$ cat src/rtl/mrs_pkg.sv
package mrs_pkg;
    // control/status word bit positions
    localparam int CTL_CLR  = 4;
    localparam int CTL_SCAN = 5;
    localparam int CTL_IE   = 6;
    localparam int CTL_DONE = 7;
    localparam int CTL_AE   = 12;
    localparam int CTL_ALM  = 13;
    // buffer word bit positions
    localparam int BUF_LINE = 8;
    localparam int BUF_FRM  = 13;
    localparam int BUF_VLD  = 15;
    // line parameter write
    localparam int LPR_ON   = 12;
    localparam int CHW      = 8;

    typedef struct packed {
        logic           pend;
        logic           brk;
        logic [CHW-1:0] ch;
    } slot_t;
endpackage

$ cat src/rtl/mrs_line_slot.sv
module mrs_line_slot
    import mrs_pkg::*;
(
    input  logic           clk,
    input  logic           rst_n,
    input  logic           en,
    input  logic           in_valid,
    input  logic [CHW-1:0] in_data,
    input  logic           in_brk,
    input  logic           take,
    output logic           pend,
    output logic           brk,
    output logic [CHW-1:0] ch
);
    slot_t slot_d, slot_q;

    always_comb begin
        slot_d = slot_q;
        if (take) slot_d.pend = 1'b0;
        if (!en) begin
            slot_d.pend = 1'b0;
        end else if (in_valid && !slot_d.pend) begin
            slot_d.pend = 1'b1;
            slot_d.brk  = in_brk;
            slot_d.ch   = in_brk ? '0 : in_data;
        end
    end

    always_ff @(posedge clk) begin
        if (!rst_n) slot_q <= '0;
        else        slot_q <= slot_d;
    end

    assign pend = slot_q.pend;
    assign brk  = slot_q.brk;
    assign ch   = slot_q.ch;
endmodule

$ cat src/rtl/mrs_pick.sv
module mrs_pick #(
    parameter int N  = 8,
    localparam int IW = $clog2(N)
) (
    input  logic [N-1:0]  req,
    output logic          any,
    output logic [IW-1:0] idx,
    output logic [N-1:0]  grant
);
    always_comb begin
        any   = |req;
        idx   = '0;
        grant = '0;
        for (int i = N - 1; i >= 0; i--) begin
            if (req[i]) begin
                idx      = IW'(i);
                grant    = '0;
                grant[i] = 1'b1;
            end
        end
    end
endmodule

$ cat src/rtl/mrs_silo_mem.sv
module mrs_silo_mem #(
    parameter int DEPTH = 64,
    parameter int W     = 12,
    localparam int AW   = $clog2(DEPTH)
) (
    input  logic          clk,
    input  logic          we,
    input  logic [AW-1:0] waddr,
    input  logic [W-1:0]  wdata,
    input  logic [AW-1:0] raddr,
    output logic [W-1:0]  rdata
);
    logic [W-1:0] mem [DEPTH];

    always_ff @(posedge clk) begin
        if (we) mem[waddr] <= wdata;
    end

    assign rdata = mem[raddr];
endmodule

$ cat src/rtl/mrs_rx_silo.sv
module mrs_rx_silo
    import mrs_pkg::*;
#(
    parameter int LINES       = 8,
    parameter int DEPTH       = 64,
    parameter int ALARM_LEVEL = 16
) (
    input  logic                 clk,
    input  logic                 rst_n,
    input  logic                 reg_wr,
    input  logic                 reg_rd,
    input  logic                 reg_addr,
    input  logic [15:0]          reg_wdata,
    output logic [15:0]          reg_rdata,
    input  logic [LINES-1:0]     ln_valid,
    input  logic [LINES*CHW-1:0] ln_data,
    input  logic [LINES-1:0]     ln_break,
    output logic                 rx_irq,
    output logic                 silo_ovf
);
    localparam int LW = $clog2(LINES);
    localparam int AW = $clog2(DEPTH);
    localparam int CW = AW + 1;
    localparam int EW = CHW + LW + 1;

    typedef struct packed {
        logic             scan;
        logic             ie;
        logic             ae;
        logic             alarm;
        logic             done;
        logic             armed;
        logic             ovf;
        logic [LINES-1:0] line_en;
        logic [AW-1:0]    wp;
        logic [AW-1:0]    rp;
        logic [CW-1:0]    cnt;
        logic [15:0]      rdata;
    } st_t;

    st_t st_d, st_q;

    logic [LINES-1:0]     pend, brk_v, take;
    logic [CHW-1:0]       ch_v [LINES];
    logic                 pick_any;
    logic [LW-1:0]        pick_idx;
    logic [LINES-1:0]     pick_grant;
    logic                 mem_we;
    logic [EW-1:0]        mem_wdata, head;
    logic                 clr;

    assign clr = reg_wr && !reg_addr && reg_wdata[CTL_CLR];

    for (genvar g = 0; g < LINES; g++) begin : g_line
        mrs_line_slot u_slot (
            .clk      (clk),
            .rst_n    (rst_n),
            .en       (st_q.line_en[g] && !clr),
            .in_valid (ln_valid[g]),
            .in_data  (ln_data[g*CHW +: CHW]),
            .in_brk   (ln_break[g]),
            .take     (take[g]),
            .pend     (pend[g]),
            .brk      (brk_v[g]),
            .ch       (ch_v[g])
        );
    end

    mrs_pick #(.N(LINES)) u_pick (
        .req   (pend & st_q.line_en),
        .any   (pick_any),
        .idx   (pick_idx),
        .grant (pick_grant)
    );

    assign take = pick_grant;

    mrs_silo_mem #(.DEPTH(DEPTH), .W(EW)) u_mem (
        .clk   (clk),
        .we    (mem_we),
        .waddr (st_q.wp),
        .wdata (mem_wdata),
        .raddr (st_q.rp),
        .rdata (head)
    );

    function automatic logic [15:0] fmt_entry(input logic [EW-1:0] e);
        logic [15:0] w;
        w = '0;
        w[BUF_VLD]          = 1'b1;
        w[BUF_FRM]          = e[EW-1];
        w[BUF_LINE +: LW]   = e[CHW +: LW];
        w[CHW-1:0]          = e[CHW-1:0];
        return w;
    endfunction

    function automatic logic [15:0] fmt_status(input st_t s);
        logic [15:0] w;
        w = '0;
        w[CTL_SCAN] = s.scan;
        w[CTL_IE]   = s.ie;
        w[CTL_DONE] = s.done;
        w[CTL_AE]   = s.ae;
        w[CTL_ALM]  = s.alarm;
        return w;
    endfunction

    logic full, empty, do_push, do_pop;

    always_comb begin
        full      = (st_q.cnt == CW'(DEPTH));
        empty     = (st_q.cnt == '0);
        do_push   = pick_any && !full && !clr;
        do_pop    = reg_rd && reg_addr && st_q.scan && !empty && !clr;
        mem_we    = do_push;
        mem_wdata = {brk_v[pick_idx], pick_idx, ch_v[pick_idx]};

        st_d = st_q;
        if (do_push) st_d.wp = st_q.wp + 1'b1;
        if (do_pop)  st_d.rp = st_q.rp + 1'b1;
        st_d.cnt = st_q.cnt + CW'(do_push) - CW'(do_pop);
        if (pick_any && full) st_d.ovf = 1'b1;

        if (reg_rd) begin
            if (reg_addr) begin
                st_d.alarm = 1'b0;
                if (!st_q.scan)  st_d.rdata = '0;
                else if (empty) begin
                    st_d.rdata = '0;
                    st_d.armed = 1'b1;
                end else st_d.rdata = fmt_entry(head);
            end else begin
                st_d.rdata = fmt_status(st_q);
            end
        end

        if (reg_wr) begin
            if (!reg_addr) begin
                st_d.scan = reg_wdata[CTL_SCAN];
                st_d.ie   = reg_wdata[CTL_IE];
                st_d.ae   = reg_wdata[CTL_AE];
            end else begin
                for (int i = 0; i < LINES; i++) begin
                    if (reg_wdata[LW-1:0] == LW'(i))
                        st_d.line_en[i] = reg_wdata[LPR_ON];
                end
            end
        end

        if (!st_d.scan) begin
            st_d.alarm = 1'b0;
        end else if (st_d.armed && st_d.cnt >= CW'(ALARM_LEVEL)) begin
            st_d.alarm = 1'b1;
            st_d.armed = 1'b0;
        end
        st_d.done = st_d.scan && (st_d.cnt != '0);

        if (clr) begin
            st_d       = '0;
            st_d.armed = 1'b1;
        end
    end

    always_ff @(posedge clk) begin
        if (!rst_n) begin
            st_q       <= '0;
            st_q.armed <= 1'b1;
        end else begin
            st_q <= st_d;
        end
    end

    assign reg_rdata = st_q.rdata;
    assign silo_ovf  = st_q.ovf;
    assign rx_irq    = st_q.ie && (st_q.ae ? st_q.alarm : st_q.done);

    // observation points for the bound checker
    logic          scan_on, ie_on, alarm_on, done_on;
    logic [CW-1:0] fill;
    assign scan_on  = st_q.scan;
    assign ie_on    = st_q.ie;
    assign alarm_on = st_q.alarm;
    assign done_on  = st_q.done;
    assign fill     = st_q.cnt;
endmodule

$ cat config.mk
export PLATFORM = sky130hd
export DESIGN_NAME = mrs_rx_silo
export DESIGN_NICKNAME = d
export VERILOG_FILES = /design/src/rtl/mrs_pkg.sv /design/src/rtl/mrs_line_slot.sv /design/src/rtl/mrs_pick.sv /design/src/rtl/mrs_silo_mem.sv /design/src/rtl/mrs_rx_silo.sv
export SDC_FILE = /design/constraint.sdc
export NUM_CORES = 1
export LEC_CHECK = 0
export BUFFER_PORTS_ARGS = -buffer_cell sky130_fd_sc_hd__buf_2
export CORE_ASPECT_RATIO = 2
export CORE_MARGIN = 2
export CORE_UTILIZATION = 35
export CTS_CLUSTER_SIZE = 10
export DETAILED_ROUTE_END_ITERATION = 8
export PLACE_DENSITY = 0.6
export SYNTH_ARGS = -nofsm -noshare
export SYNTH_HDL_FRONTEND = slang
export SYNTH_HIERARCHICAL = 1
export SYNTH_SLANG_ARGS = --single-unit
$ cat constraint.sdc
create_clock -name clk -period 12.2 [get_ports clk]
set_input_delay 1.22 -clock clk [delete_from_list [all_inputs] [get_ports clk]]
set_output_delay 1.22 -clock clk [all_outputs]
set_load 0.02 [all_outputs]
==> flow_summary.toml <==
[routing]
totalWireLength_mm = 93.3
dr.pass1.iters = 6
post-route-drc-count = 0
drtIter0Drc = 1434
vias_per_cell = 5.31
post_drt_wl_per_cell_um = 26.0
drtAntennaViolNets = 0
vias = 19100

[floorplanning]
die_w_um = 232
dieArea_mm2 = 0.107
rows = 167
ioPinCount = 119
fp.dieH_um = 460
start_util = 0.352
core_area_mm2 = 0.103

[critical_path]
critPathSlowestCell = "o21ai_0"
crit_chain = "buf_4, buf_12, mux4_2, o22ai_1, o21ai_0, a32o_1, nand3_1, a311oi_1"
crit_type = "reg2reg"
crit_required_ps = 12770
critPathMaxFanout = 93
critPathLaunch = "st_q[23]"
cp_num_buf_inv = 2
arrival_ps = 5200
max_stage_delay_ps = 860
reg2reg_from = "st_q[23]"
critical_path.top_delay_family = "compound AO/OA/AOI/OAI gates"
crit_path_start_kind = "flop"
critPathCaptureType = "flop"

[sta]
min_period_over_period = 0.380
finalWorstSetupSlack_ps = 7570
setup_viol = 0
maxSlewHeadroom = 0.0870
period_needed_ps = 4630
slew_viol_final = 0
max_freq_mhz = 216
rsz0062_at_grt = "false"
fin_tns_setup_ps = 0
worstMarginPinSlew_ps = 1360
clock_skew_ps = 19.8
finalHoldViolCount = 0

[synthesis]
synth_area_leaders = "edfxtp_1 (63%), mux4_2 (13%), dfxtp_1 (7.0%)"
syn-cell-area_mm2 = 0.0365
synthCells = 2026
synth_edf_count = 768
synth_seq_area_share = 0.703
ys_seq_elements = 896
syn_avg_cell_area_um2 = 18.0
synth_cell_types = 63
yosysTopAreaCell = "edfxtp_1"
synthFlopType = "edfxtp_1"
synth-async-reset-ratio = 0
synth_top_area_share = 0.633
yosysWarnings = 6

[global_route]
grt_pass1_wl_mm = 135
antenna_found_initial = 3
gr-total-overflow = 0
grt_max_degree = 94
first_global_vias = 20200
grt_usage = 0.175

[place]
port_buffers = 107
routabilityCongestion = 0.857
dp_hpwl_mm = 62.7
pre_cts_ws_ps = 7450
dp_cells = 3446

[clock_tree]
cts_resized = 0
cts_root_buffer = "clkbuf_16"
cts_sinks = 896
insertion_delay_ps = 670
holdBufCountCts = 0
cts_buffers = 99
tritoncts = "yes"
cts_buffer_depth = 3
cts_setup_buffers = 0
cts_max_level = 3
clk_pin_slew_ps = 60

[cells_and_area]
final_common_cell = "edfxtp_1"
fin_cells = 3591
multi_input_area_mm2 = 0.0100
fill_cells = 9204
seq_area_mm2 = 0.0256
mostFrequentLayoutCells = "edfxtp_1 (768), mux4_2 (210), nor2_1 (125), dfxtp_1 (125), nand2_1 (114)"
syn_to_final_growth_pct = 13.3
final_core_util = 0.399
drive_above_1_share = 0.252
layout.nets = 2308

[run_status]
status = "finished, final reports clean"

[job]
maxCapViolCount = 0

[pwr]
switching_share = 0.203
peakVddDrop_uv = 118
power.density_mw_per_mm2 = 147
power_frac_seq = 0.542
p_leak_nw = 14.5
combinationalPowerShare = 0.027
power_frac_clock = 0.430
netSwitchingPower_w = 0.00124
p_int_w = 0.00484

[worst_hold_path]
min_from = "g_line[7].u_slot/ch[2]"
hp-class = "reg2reg"
==> sequential cells by signal (all words and copies together), names as in the netlist <==
name	count
u_mem/mem	768
g_line.u_slot/ch	64
st_q	22
reg_rdata	14
g_line.u_slot/brk	8
g_line.u_slot/pend	8
fill	7
alarm_on	1
done_on	1
ie_on	1
scan_on	1
silo_ovf	1
==> cell usage after synthesis, types with 5 or more instances <==
library cell    n
nand2_1       114
o21ai_0        22
a311oi_1        5
clkbuf_1       42
a21oi_1        24
nor3_1         15
and2_1         20
o221ai_1       16
nor2_8          8
a22o_1          6
nor2_1        125
dfxtp_1       128
o211a_1         9
nand2_2         9
mux2_2         16
nand4_1         5
buf_6          21
nand3b_1       68
a211oi_1       15
buf_1           5
inv_1          18
nor2b_4         8
a31oi_1        11
o22ai_1        23
nor2b_1        22
and3_1          5
edfxtp_1      768
xor2_1          9
buf_2          15
a22oi_1        17
mux2i_1       100
xnor2_1         5
buf_4          37
mux4_2        210
nand3_1        20
ha_1           11
or2_2           5
nand2b_1       28
==> cell families after synthesis <==
group / after synthesis / share of synthesized area
other: 1 / 0.000103
AOI/OAI and AO/OA: 171 / 0.0338
adders and majority gates: 12 / 0.00432
DFF: 896 / 0.703
muxes: 326 / 0.162
buffers and inverters: 139 / 0.0230
xor gates and xnor gates: 14 / 0.00336
and+or+nand+nor: 467 / 0.0704
==> stage by stage <==
stage / hold slack (ps) / cell area, µm² / power (W)
after global placement: 440 / 38600 / 0.00352
after global routing: 478 / 41300 / 0.00625
after floorplan: 432 / 36500 / 0.00347
after CTS: 459 / 41300 / 0.00613
after detailed placement: 448 / 38600 / 0.00352
final: 457 / 41300 / 0.00608
==> final timing paths <==
path | cells after the start | end | slack [ps]
max | 8 | reg_rdata[13] | 7570
min reg2reg | 2 | g_line[7].u_slot/ch[2] | 460
min | 2 | g_line[7].u_slot/ch[2] | 460
max reg2reg | 8 | reg_rdata[13] | 7570
==> power by group through the flow <==
stage          registers (W)  clock network [W]  logic [W]
6_report             0.00329            0.00261   0.000166
5_1_grt              0.00329            0.00278   0.000182
4_1_cts              0.00329            0.00267   0.000167
3_5_place_dp         0.00336                  0   0.000165
3_3_place_gp         0.00336                  0   0.000163
2_1_floorplan        0.00335                  0   0.000120
==> cell type report <==
cell class              count  share of cell area
flip-flops and latches    896               0.621
multi-input cells         992               0.243
clock buffers             136              0.0639
well taps                1352              0.0410
repair buffers            188              0.0281
clock inverters             6             0.00164
inverters                  18             0.00164
diodes                      3            0.000182
==> routing by layer <==
metal  up-vias  global-route usage  share of wire
li1       8351                   -              -
met2       606               0.346           0.58
met1      9937               0.165           0.32
met3       181              0.0259          0.044
met5         -                   0              0
met4         0               0.108          0.063
==> tightest hold or removal path: cells and delay by family (launching register included) <==
| kind | cells | cell delay, ps |
|---|---|---|
| and+or+nand+nor | 1 | 50 |
| DFF | 1 | 310 |
| muxes | 1 | 50 |
(Power assumes the default switching activity.)
